File: src/rtl/slt_pkg.sv
package slt_pkg;
  localparam int unsigned OFS_TC     = 0;
  localparam int unsigned OFS_CTRL   = 4;
  localparam int unsigned OFS_CNT    = 8;
  localparam int unsigned OFS_STAT   = 12;
  localparam int unsigned BIT_EN     = 24;
  localparam int unsigned BIT_IE     = 25;
  localparam int unsigned BIT_RELOAD = 26;
  localparam int unsigned BIT_EXP    = 24;

  typedef struct packed {
    logic reload;
    logic ie;
    logic en;
  } ctrl_t;
endpackage

File: src/rtl/slt_count.sv
module slt_count #(
  parameter int unsigned CNT_W = 32
) (
  input  logic             clk_i,
  input  logic             rst_ni,
  input  logic             run_i,
  input  logic             reload_i,
  input  logic [CNT_W-1:0] tc_i,
  input  logic             status_i,
  output logic [CNT_W-1:0] cnt_o,
  output logic             expire_o
);
  logic [CNT_W-1:0] cnt_q;
  logic             en_prev_q;
  logic             wait_q;

  assign expire_o = run_i && en_prev_q && !wait_q && (cnt_q == '0);
  assign cnt_o    = cnt_q;

  always_ff @(posedge clk_i or negedge rst_ni) begin
    if (!rst_ni) begin
      cnt_q     <= '0;
      en_prev_q <= 1'b0;
      wait_q    <= 1'b0;
    end else begin
      en_prev_q <= run_i;
      if (!run_i) begin
        wait_q <= 1'b0;                     // frozen count
      end else if (!en_prev_q) begin
        cnt_q  <= tc_i;                     // enable edge
        wait_q <= 1'b0;
      end else if (wait_q) begin
        if (!status_i) begin
          cnt_q  <= tc_i;
          wait_q <= 1'b0;
        end
      end else if (cnt_q == '0) begin
        if (reload_i) cnt_q <= tc_i;
        else          wait_q <= 1'b1;
      end else begin
        cnt_q <= cnt_q - 1'b1;
      end
    end
  end

  a_r3_load: assert property (@(posedge clk_i) disable iff (!rst_ni)
    (run_i && !en_prev_q) |=> (cnt_q == $past(tc_i)));
  a_r3_step: assert property (@(posedge clk_i) disable iff (!rst_ni)
    (run_i && en_prev_q && !wait_q && cnt_q != '0) |=> (cnt_q == $past(cnt_q) - 1'b1));
  a_r4_reload: assert property (@(posedge clk_i) disable iff (!rst_ni)
    (expire_o && reload_i) |=> (cnt_q == $past(tc_i)));
  a_r5_park: assert property (@(posedge clk_i) disable iff (!rst_ni)
    (run_i && wait_q && status_i) |=> (cnt_q == '0));
  a_r8_frozen: assert property (@(posedge clk_i) disable iff (!rst_ni)
    !run_i |=> (cnt_q == $past(cnt_q)));
endmodule

File: src/rtl/slt_regs.sv
module slt_regs import slt_pkg::*; #(
  parameter int unsigned DATA_W = 32,
  parameter int unsigned ADDR_W = 4,
  parameter int unsigned CNT_W  = 32
) (
  input  logic              clk_i,
  input  logic              rst_ni,
  input  logic              req_i,
  input  logic              we_i,
  input  logic [ADDR_W-1:0] addr_i,
  input  logic [DATA_W-1:0] wdata_i,
  input  logic [CNT_W-1:0]  cnt_i,
  input  logic              expire_i,
  output logic [CNT_W-1:0]  tc_o,
  output ctrl_t             ctrl_o,
  output logic              status_o,
  output logic [DATA_W-1:0] rdata_o,
  output logic              irq_o
);
  localparam logic [ADDR_W-1:0] A_TC   = ADDR_W'(OFS_TC);
  localparam logic [ADDR_W-1:0] A_CTRL = ADDR_W'(OFS_CTRL);
  localparam logic [ADDR_W-1:0] A_CNT  = ADDR_W'(OFS_CNT);
  localparam logic [ADDR_W-1:0] A_STAT = ADDR_W'(OFS_STAT);

  logic [CNT_W-1:0] tc_q;
  ctrl_t            ctrl_q, ctrl_d;
  logic             status_q;
  logic             wr_tc, wr_ctrl, wr_stat;

  assign wr_tc   = req_i && we_i && (addr_i == A_TC);
  assign wr_ctrl = req_i && we_i && (addr_i == A_CTRL);
  assign wr_stat = req_i && we_i && (addr_i == A_STAT);

  always_comb begin
    ctrl_d = ctrl_q;
    if (wr_ctrl) begin
      ctrl_d.en     = wdata_i[BIT_EN];
      ctrl_d.ie     = wdata_i[BIT_IE];
      ctrl_d.reload = wdata_i[BIT_RELOAD];
    end
  end

  always_ff @(posedge clk_i or negedge rst_ni) begin
    if (!rst_ni) begin
      tc_q     <= '0;
      ctrl_q   <= '0;
      status_q <= 1'b0;
    end else begin
      if (wr_tc) tc_q <= wdata_i[CNT_W-1:0];
      ctrl_q <= ctrl_d;
      // disable beats expiry, expiry beats acknowledge
      if (!ctrl_d.en)                      status_q <= 1'b0;
      else if (expire_i)                   status_q <= 1'b1;
      else if (wr_stat && wdata_i[BIT_EXP]) status_q <= 1'b0;
    end
  end

  always_comb begin
    rdata_o = '0;
    unique case (addr_i)
      A_TC:   rdata_o = DATA_W'(tc_q);
      A_CTRL: begin
        rdata_o[BIT_EN]     = ctrl_q.en;
        rdata_o[BIT_IE]     = ctrl_q.ie;
        rdata_o[BIT_RELOAD] = ctrl_q.reload;
      end
      A_CNT:  rdata_o = DATA_W'(cnt_i);
      A_STAT: rdata_o[BIT_EXP] = status_q;
      default: rdata_o = '0;
    endcase
  end

  assign tc_o     = tc_q;
  assign ctrl_o   = ctrl_q;
  assign status_o = status_q;
  assign irq_o    = status_q && ctrl_q.ie;

  a_r6_set_wins: assert property (@(posedge clk_i) disable iff (!rst_ni)
    (ctrl_d.en && expire_i) |=> status_q);
  a_r6_w1c: assert property (@(posedge clk_i) disable iff (!rst_ni)
    (wr_stat && wdata_i[BIT_EXP] && !expire_i) |=> !status_q);
  a_r8_off_clears: assert property (@(posedge clk_i) disable iff (!rst_ni)
    (wr_ctrl && !wdata_i[BIT_EN]) |=> (!status_q && !irq_o));
  a_r9_tc_hold: assert property (@(posedge clk_i) disable iff (!rst_ni)
    !wr_tc |=> $stable(tc_q));
endmodule

File: src/rtl/slice_timer.sv
module slice_timer import slt_pkg::*; #(
  parameter int unsigned DATA_W = 32,
  parameter int unsigned ADDR_W = 4,
  parameter int unsigned CNT_W  = 32
) (
  input  logic              clk_i,
  input  logic              rst_ni,
  input  logic              req_i,
  input  logic              we_i,
  input  logic [ADDR_W-1:0] addr_i,
  input  logic [DATA_W-1:0] wdata_i,
  output logic [DATA_W-1:0] rdata_o,
  output logic              irq_o
);
  logic [CNT_W-1:0] tc, cnt;
  ctrl_t            ctrl;
  logic             status, expire;

  slt_regs #(.DATA_W(DATA_W), .ADDR_W(ADDR_W), .CNT_W(CNT_W)) u_regs (
    .clk_i    (clk_i),
    .rst_ni   (rst_ni),
    .req_i    (req_i),
    .we_i     (we_i),
    .addr_i   (addr_i),
    .wdata_i  (wdata_i),
    .cnt_i    (cnt),
    .expire_i (expire),
    .tc_o     (tc),
    .ctrl_o   (ctrl),
    .status_o (status),
    .rdata_o  (rdata_o),
    .irq_o    (irq_o)
  );

  slt_count #(.CNT_W(CNT_W)) u_count (
    .clk_i    (clk_i),
    .rst_ni   (rst_ni),
    .run_i    (ctrl.en),
    .reload_i (ctrl.reload),
    .tc_i     (tc),
    .status_i (status),
    .cnt_o    (cnt),
    .expire_o (expire)
  );

  a_r7_irq_src: assert property (@(posedge clk_i) disable iff (!rst_ni)
    irq_o |-> (ctrl.en && status));
endmodule

File: config.mk
export PLATFORM = sky130hd
export DESIGN_NAME = slice_timer
export DESIGN_NICKNAME = d
export VERILOG_FILES = /design/src/rtl/slt_pkg.sv /design/src/rtl/slt_count.sv /design/src/rtl/slt_regs.sv /design/src/rtl/slice_timer.sv
export SDC_FILE = /design/constraint.sdc
export NUM_CORES = 1
export LEC_CHECK = 0
export BUFFER_PORTS_ARGS = -buffer_cell sky130_fd_sc_hd__buf_2
export CAP_MARGIN = 10
export CORE_ASPECT_RATIO = 1.75
export CORE_UTILIZATION = 55
export CTS_CLUSTER_DIAMETER = 50
export DETAILED_ROUTE_END_ITERATION = 7
export HOLD_SLACK_MARGIN = 0.08
export MAX_ROUTING_LAYER = met4
export PLACE_DENSITY = 0.76
export SYNTH_ARGS = -nofsm -noshare
export SYNTH_HDL_FRONTEND = slang
export SYNTH_HIERARCHICAL = 1
export SYNTH_SLANG_ARGS = --single-unit
File: constraint.sdc
create_clock -name clk_i -period 3.25 [get_ports clk_i]
set_clock_uncertainty 0.2 [all_clocks]
set_input_delay 0.4875 -clock clk_i [delete_from_list [all_inputs] [get_ports clk_i]]
set_output_delay 0.4875 -clock clk_i [all_outputs]
set_load 0.1 [all_outputs]
==> run_results.csv, run 1 <==
group,metric,value,unit
outcome,status,"complete, but fails checks",
outcome,failed_checks,"DRC",
yosys,synth_edf_count,0,
sta,period_share,0.965,
yosys,synth_cells,418,
power,intPower,2.39,mW
finish,nFillCells,589,
routing,drt.antenna.violating_nets,0,
floorplanning,core_area,0.00791,mm²
sta,tns,0,ps
floorplanning,io_pins,73,
finish,final_cell_count_no_fill,584,
finish,area_growth,26.3,%
yosys,synth_area,0.00446,mm²
routing,routed-via-count,3878,
power,pwr-share-clk,0.251,
routing,via_per_inst,6.64,
sta,final_hold_viol_count,0,
routing,first_pass_iters,7,
global_routing,track_usage,0.303,
cts,postCtsSetupBuffers,0,
cts,clockBufferDepth,2,
floorplanning,fp-row-count,43,
job,cap_violations,0,
worst_setup_path,path_class,"flip-flop to flip-flop",
place,hpwlAfterDp,8.38,mm
routing,wl_per_cell,20.4,µm
global_routing,grt_pass1_vias,3886,
worst_setup_path,path_cells,"or4_1, or4_4, o31ai_4, buf_4, o211ai_1, a22oi_1",
yosys,synth_area_per_cell,10.7,µm²
worst_setup_path,slowest_stage,"or4_1",
sta,fin_crit,3140,ps
place,gp_congestion,0.881,
yosys,yosys_warnings,6,
yosys,yosys.cell_types.count,50,
cts,ctsResizeCount,0,
worst_setup_path,cp.required,3290,ps
sta,drv_slew,0,
cts,clk_pin_slew,60,ps
floorplanning,initial_core_util,0.564,
yosys,async_reset_ff_frac,1.00,
finish,layout_commonest_cell,"dfrtp_1",
sta,worst_pin_slew,957,ps
yosys,syn-num-nets,460,
routing,drcViolationCount,2,
place,place_inst,567,
sta,relSlewSlack,0.359,
floorplanning,chipWidth,70.1,µm
floorplanning,dieHeight,121,µm
sta,max_freq,319,MHz
sta,rsz0062_at_grt,"no",
worst_setup_path,arrival,3180,ps
cts,cts-root-buf,"clkbuf_16",
finish,drive_above_1_share,0.304,
cts,cts.sinks,70,
hold_path,hold_path_class,"primary input to flip-flop",
power,leakagePower,2.33,nW
routing,drt-initial-drc-count,331,
cts,htree_num_levels,3,
place,io_buffers,72,
power,power_frac_seq,0.392,
cts,clk_latency,340,ps
cts,cts_inserted_buffers,9,
worst_setup_path,end_kind,"flip-flop",
global_routing,antenna_found_initial,0,
yosys,synth_flop_cell,"dfrtp_1",
worst_setup_path,cp_max_fo,13,
place,pre_cts_slack,151,ps
power,p_switching,1.55,mW
worst_setup_path,cpPeakStageDelay,710,ps
power,swShare,0.393,
global_routing,gr-total-overflow,0,
finish,nets,531,
yosys,synth_seq_cells,70,
sta,setup_viol,0,
finish,antennaDiodeCount,0,
routing,drt_wl_total,11.9,mm
power,power_frac_comb,0.357,
worst_setup_path,cp-start-kind,"flip-flop",
sta,finalWorstSetupSlack,114,ps
power,vdd_drop_max,0.477,mV
global_routing,grt_max_degree,42,
yosys,ys_seq_area_frac,0.393,
global_routing,grt_pass1_wl,19.6,mm
floorplanning,die_area,0.00849,mm²
cts,cts_tree,"built",
finish,final_cell_mix,"dfrtp_1 (70), buf_2 (43), a22o_1 (32)",
power,power_density,698,mW/mm²
[final timing paths]
check	startpoint	endpoint	slack, ps	cells past startpoint
max	u_count/cnt_o[8]	u_count/cnt_o[13]	110	6
min	wdata_i[11]	u_regs/tc_o[11]	160	2
max reg2reg	u_count/cnt_o[8]	u_count/cnt_o[13]	110	6
min reg2reg	u_regs/ctrl_o[0]	u_count/en_prev_q	290	0
max in group asynchronous	rst_ni	u_count/cnt_o[2]	1640	3
min in group asynchronous	rst_ni	u_regs/tc_o[22]	540	2
[layout make-up]
type | count | area (µm²) | share of cell area
clock buffers | 10 | 239 | 0.0424
clock inverters | 6 | 61.3 | 0.0109
inverters | 14 | 52.6 | 0.00933
multi-input cells | 298 | 2410 | 0.428
flip-flops and latches | 70 | 1750 | 0.311
well taps | 90 | 113 | 0.0200
repair buffers | 96 | 1000 | 0.178
[cell families after synthesis]
logic type,after synthesis,synth area share
and+or+nand+nor,120,0.155
AOI/OAI and AO/OA,119,0.216
DFF,70,0.393
muxes,57,0.163
buffers and inverters,50,0.0673
adders and majority gates,2,0.00561
[critical path, delay by kind of cell (launching register included)]
family / cells / cell delay (ps)
flops: 1 / 420
simple gates: 2 / 1250
buf+inv: 1 / 250
compound gates: 3 / 920
[power groups by stage]
stage / sequential [mW] / combinational, mW / clock, mW
after detailed placement: 1.54 / 1.38 / 0
after floorplan: 1.40 / 1.08 / 0
after CTS: 1.53 / 1.39 / 1.00
after global placement: 1.53 / 1.36 / 0
final: 1.54 / 1.41 / 0.986
after global routing: 1.59 / 1.51 / 1.04
[per-layer routing]
metal  part of all wire  up-vias  track usage
met1               0.40     1883        0.350
met3              0.049       36       0.0482
met5                  0        -            -
li1                   -     1784            -
met4              0.033        0        0.131
met2               0.52      175        0.516
[sequential cells by signal, summed over array words and instances (netlist names)]
register,flops
u_count/cnt_o,32
u_regs/tc_o,32
u_regs/ctrl_o,3
u_count/en_prev_q,1
u_count/wait_q,1
u_regs/status_o,1
[cells in the mapped netlist, types with 5 or more instances]
| cell type | n | area, µm² |
|---|---|---|
| o22ai_1 | 5 | 31.3 |
| dfrtp_1 | 70 | 1750 |
| buf_6 | 5 | 56.3 |
| clkbuf_1 | 13 | 48.8 |
| buf_2 | 12 | 60.1 |
| inv_1 | 14 | 52.6 |
| o211ai_1 | 15 | 113 |
| a211oi_1 | 16 | 120 |
| nor4_1 | 14 | 87.6 |
| o2bb2ai_1 | 5 | 43.8 |
| a2bb2oi_1 | 12 | 105 |
| mux2i_1 | 23 | 230 |
| a22o_1 | 32 | 280 |
| nand3_1 | 12 | 60.1 |
| nor2_1 | 13 | 48.8 |
| mux2_4 | 30 | 450 |
| or4_1 | 8 | 60.1 |
| nor3_1 | 13 | 65.1 |
| a22oi_1 | 9 | 67.6 |
| or3_1 | 8 | 50.1 |
| nand2_1 | 26 | 97.6 |
[timing repair]
action | 4_1_cts | 5_1_grt
hold buffers | 1 | 0
endpoints found under the setup margin | 0 | 0
endpoints found under the hold margin | 29 | 0
[stage by stage]
step | instance area (µm²) | util | hold slack [ps] | power [mW]
global route | 5630 | 0.712 | 168 | 4.13
CTS | 5630 | 0.712 | 158 | 3.93
finish | 5630 | 0.712 | 164 | 3.93
global placement | 5320 | 0.673 | 269 | 2.89
floorplan | 4460 | - | -8.09 | 2.48
detailed placement | 5320 | 0.673 | 277 | 2.92
Note: power is estimated with default switching activity, not from simulation.
==> inputs of run 2 (changes only) <==
--- a/config.mk
+++ b/config.mk
@@ -14,6 +14,7 @@
 export HOLD_SLACK_MARGIN = 0.08
 export MAX_ROUTING_LAYER = met4
 export PLACE_DENSITY = 0.76
+export RECOVER_POWER = 50
 export SYNTH_ARGS = -nofsm -noshare
 export SYNTH_HDL_FRONTEND = slang
 export SYNTH_HIERARCHICAL = 1
==> run_results.csv, run 2 (synthesized netlist as in run 1, its figures left out) <==
group,metric,value,unit
worst_setup_path,rrSetupSlack,120,ps
place,hpwlAfterDp,8.38,mm
sta,period_share,0.962,
finish,layout_commonest_cell,"dfrtp_1",
sta,finalWorstSetupSlack,124,ps
floorplanning,io_pins,73,
finish,nets,531,
worst_setup_path,reg2reg_to,"u_count/cnt_o[13]",
sta,max_freq,320,MHz
cts,cts-root-buf,"clkbuf_16",
routing,via_per_inst,6.63,
cts,cts_tree,"built",
outcome,status,"complete, but fails checks",
sta,tns,0,ps
routing,drt-initial-drc-count,377,
global_routing,antenna_found_initial,0,
finish,final_cell_mix,"dfrtp_1 (70), buf_2 (41), a22o_1 (32)",
worst_setup_path,path_cells,"or4_1, or4_4, o31ai_4, buf_4, o211ai_1, a22oi_1",
global_routing,gr-total-overflow,0,
cts,ctsResizeCount,0,
worst_setup_path,cp.required,3290,ps
finish,drive_above_1_share,0.277,
finish,fin_util,0.704,
cts,clk_latency,340,ps
outcome,failed_checks,"DRC, capacitance limit, slew limit",
finish,area_growth,24.8,%
cts,htree_num_levels,3,
worst_setup_path,slowest_stage,"or4_1",
sta,relSlewSlack,-0.0873,
place,io_buffers,72,
place,gp_congestion,0.881,
worst_setup_path,arrival,3170,ps
place,pre_cts_slack,151,ps
worst_setup_path,reg2reg_depth,6,
floorplanning,chipWidth,70.1,µm
power,vdd_drop_max,0.483,mV
power,power_density,703,mW/mm²
global_routing,grt_max_degree,42,
finish,antennaDiodeCount,0,
sta,setup_viol,0,
routing,first_pass_iters,7,
floorplanning,dieHeight,121,µm
routing,drcViolationCount,2,
sta,final_hold_viol_count,0,
cts,cts_inserted_buffers,9,
sta,hold_ws,163,ps
cts,clk_pin_slew,60,ps
cts,hold_buffers,1,
sta,rsz0062_at_grt,"no",
worst_setup_path,cpPeakStageDelay,710,ps
routing,wl_per_cell,20.4,µm
worst_setup_path,end_kind,"flip-flop",
worst_setup_path,path_class,"flip-flop to flip-flop",
floorplanning,fp-row-count,43,
global_routing,grt_pass1_vias,3886,
floorplanning,die_area,0.00849,mm²
cts,cts.sinks,70,
floorplanning,initial_core_util,0.564,
routing,drt_wl_total,11.9,mm
worst_setup_path,crit_end,"u_count/cnt_o[13]",
global_routing,track_usage,0.303,
power,power,3.91,mW
worst_setup_path,r2r-start,"u_count/cnt_o[8]",
job,cap_violations,1,
sta,fin_crit,3130,ps
worst_setup_path,cp-start-kind,"flip-flop",
routing,drt.antenna.violating_nets,0,
hold_path,hold_path_class,"primary input to flip-flop",
cts,clockBufferDepth,2,
cts,postCtsSetupBuffers,0,
power,leakagePower,2.30,nW
finish,nFillCells,595,
floorplanning,core_area,0.00791,mm²
routing,routed-via-count,3874,
sta,drv_slew,31,
global_routing,grt_pass1_wl,19.6,mm
sta,worst_pin_slew,1630,ps
worst_setup_path,critPathLaunch,"u_count/cnt_o[8]",
worst_setup_path,cp_max_fo,13,
## run 2: cell count changes in the layout (fill, tap and decap cells not counted), sizes merged
cell / change
buf: -3
clkbuf: +3
## run 2: worst min path at each step
stage	from	endpoint	slack [ps]	depth (start not counted)
2_1_floorplan	rst_ni	u_count/cnt_o[0]	-8	0
3_3_place_gp	u_regs/ctrl_o[0]	u_count/en_prev_q	270	0
3_5_place_dp	u_regs/ctrl_o[0]	u_count/en_prev_q	280	0
4_1_cts	wdata_i[10]	u_regs/tc_o[10]	160	2
5_1_grt	wdata_i[19]	u_regs/tc_o[19]	170	2
6_report	wdata_i[11]	u_regs/tc_o[11]	160	2
## run 2: layer usage
metal / global-route usage / vias to the layer above / wire length [µm]
li1: - / 1782 / -
met3: 0.0482 / 33 / 617
met2: 0.516 / 181 / 6170
met5: - / - / 0
met1: 0.350 / 1878 / 4750
met4: 0.131 / 0 / 379
## run 2: final cells by class
type	count	area, µm²	area share
clock buffers	10	239	0.0429
well taps	90	113	0.0202
inverters	14	52.6	0.00944
multi-input cells	298	2360	0.424
flip-flops and latches	70	1750	0.315
repair buffers	96	988	0.178
clock inverters	6	61.3	0.0110
## run 2: power breakdown
part | internal, mW | leakage (nW) | total (mW) | switching, mW
sequential | 1.15 | 0.879 | 1.54 | 0.387
combinational | 0.603 | 1.28 | 1.38 | 0.781
clock | 0.611 | 0.148 | 0.988 | 0.376
total | 2.37 | 2.30 | 3.91 | 1.54
## run 2: worst max-delay path: cells and delay by family, from the launching register on
kind            cells  cell delay, ps
buf+inv             1             250
simple gates        2            1250
flops               1             420
compound gates      3             900
## run 2: stage by stage
step | instances | instance area [µm²]
after floorplan | 418 | 4460
after global placement | 567 | 5320
after detailed placement | 567 | 5320
after CTS | 584 | 5630
after global routing | 584 | 5570
final | 584 | 5570
==> inputs of run 3 (changes only) <==
--- a/config.mk
+++ b/config.mk
@@ -8,12 +8,12 @@
 export BUFFER_PORTS_ARGS = -buffer_cell sky130_fd_sc_hd__buf_2
 export CAP_MARGIN = 10
 export CORE_ASPECT_RATIO = 1.75
-export CORE_UTILIZATION = 55
+export CORE_UTILIZATION = 25
 export CTS_CLUSTER_DIAMETER = 50
 export DETAILED_ROUTE_END_ITERATION = 7
 export HOLD_SLACK_MARGIN = 0.08
 export MAX_ROUTING_LAYER = met4
-export PLACE_DENSITY = 0.76
+export PLACE_DENSITY = 0.4
 export RECOVER_POWER = 50
 export SYNTH_ARGS = -nofsm -noshare
 export SYNTH_HDL_FRONTEND = slang
==> run_results.csv, run 3 (synthesized netlist as in run 1, its figures left out) <==
group,metric,value,unit
sta,final_hold_viol_count,0,
routing,wl_met1,5.80,mm
finish,nFillCells,1855,
cts,htree_num_levels,3,
floorplanning,dieHeight,179,µm
global_routing,grt_pass1_vias,4136,
hold_path,hold_path_class,"primary input to flip-flop",
worst_setup_path,end_kind,"flip-flop",
floorplanning,core_area,0.0175,mm²
routing,drt_wl_total,14.8,mm
hold_path,min_from,"wdata_i[1]",
routing,wl_met3,411,µm
worst_setup_path,arrival,2960,ps
sta,period_share,0.892,
finish,drive_above_1_share,0.300,
worst_setup_path,cpPeakStageDelay,590,ps
global_routing,gr-total-overflow,0,
cts,clockBufferDepth,2,
floorplanning,fp-row-count,64,
routing,first_pass_iters,5,
power,power,4.27,mW
floorplanning,chipWidth,103,µm
routing,drcViolationCount,0,
job,cap_violations,1,
sta,max_freq,345,MHz
routing,routed-via-count,3836,
cts,clk_latency,340,ps
cts,ctsResizeCount,0,
sta,setup_viol,0,
cts,cts_tree,"built",
place,gp_congestion,0.852,
worst_setup_path,cp.required,3310,ps
finish,antennaDiodeCount,0,
worst_setup_path,crit_end,"u_count/cnt_o[15]",
worst_setup_path,crit_top_cell,"buf_4",
sta,rsz0062_at_grt,"no",
floorplanning,io_pins,73,
worst_setup_path,rrSetupSlack,350,ps
global_routing,antenna_found_initial,0,
place,hpwlAfterDp,10.6,mm
routing,drt.antenna.violating_nets,0,
worst_setup_path,reg2reg_depth,7,
sta,tns,0,ps
routing,drt-initial-drc-count,152,
cts,cts-root-buf,"clkbuf_16",
routing,wl_per_cell,20.1,µm
worst_setup_path,cp_num_cells,7,
routing,via_per_inst,5.22,
worst_setup_path,slowest_stage,"or4_1",
floorplanning,die_area,0.0184,mm²
sta,drv_slew,71,
sta,relSlewSlack,-0.232,
outcome,failed_checks,"capacitance limit, slew limit",
finish,final_cell_mix,"dfrtp_1 (70), buf_2 (47), a22o_1 (32)",
worst_setup_path,reg2reg_to,"u_count/cnt_o[15]",
worst_setup_path,path_class,"flip-flop to flip-flop",
finish,ff_latch_area,0.00175,mm²
sta,worst_pin_slew,1850,ps
floorplanning,initial_core_util,0.255,
sta,fin_crit,2900,ps
finish,multi_input_area,0.00238,mm²
outcome,status,"complete, but fails checks",
worst_setup_path,cp-start-kind,"flip-flop",
worst_setup_path,cp_max_fo,33,
finish,nets,541,
worst_setup_path,path_cells,"or4_1, buf_4, nor4_4, a31oi_4, buf_4, a211oi_1, a2bb2oi_1",
global_routing,grt_pass1_wl,23.2,mm
power,power_density,737,mW/mm²
routing,highest_layer,"met4",
worst_setup_path,cp_top_family,"simple AND/OR/NAND/NOR gates",
cts,clk_pin_slew,60,ps
worst_setup_path,critPathLaunch,"u_count/cnt_o[16]",
global_routing,grt_max_degree,71,
global_routing,track_usage,0.174,
cts,cts.sinks,70,
power,leakagePower,2.36,nW
worst_setup_path,r2r-start,"u_count/cnt_o[16]",
finish,layout_commonest_cell,"dfrtp_1",
place,io_buffers,72,
finish,area_growth,30.1,%
cts,cts_inserted_buffers,9,
worst_setup_path,critPathBufInv,2,
power,vdd_drop_max,0.230,mV
routing,wl_met2,8.15,mm
[run 3: changes by cell type in the layout (fill, tap and decap cells not counted), sizes merged]
cell,delta
buf,+8
bufinv,+3
clkbuf,+2
clkinv,-3
[run 3: power by group]
group          total (mW)  internal [mW]  switching (mW)  leakage, nW
Combinational        1.51          0.655           0.856         1.30
Clock                1.24          0.847           0.393        0.179
Sequential           1.52           1.15           0.372        0.879
[run 3: per-stage QoR]
step	std cells	hold slack, ps	setup WS (ps)	utilization	cell area, µm²
after floorplan	418	-8.09	145	-	4460
after global placement	717	277	393	0.314	5480
after detailed placement	717	293	367	0.314	5480
after CTS	734	161	345	0.336	5860
after global routing	735	169	198	0.332	5800
final	735	166	351	0.332	5800
[run 3: per-layer routing]
metal  track usage  vias to the layer above
met5             -                        -
met4        0.0927                        0
met3        0.0183                       24
met2         0.307                       81
met1         0.188                     1939
li1              -                     1792
[run 3: what timing repair did]
item / CTS / global route
hold endpoints to repair: 70 / 0
hold buffers: 1 / 0
endpoints found under the setup margin: 0 / 0
buffers inserted: 0 / 0
[run 3: area by class of cell]
cell class	instances	share of cell area
clock buffers	10	0.0412
clock inverters	6	0.0229
inverters	14	0.00906
multi-input cells	298	0.411
flip-flops and latches	70	0.302
well taps	231	0.0498
repair buffers	106	0.164
[run 3: worst min-delay path by stage]
stage | endpoint | depth (start not counted)
finish | u_regs/tc_o[1] | 2
CTS | u_regs/tc_o[1] | 2
detailed placement | u_count/en_prev_q | 0
global placement | u_count/en_prev_q | 0
floorplan | u_count/cnt_o[0] | 0
global route | u_regs/tc_o[29] | 2
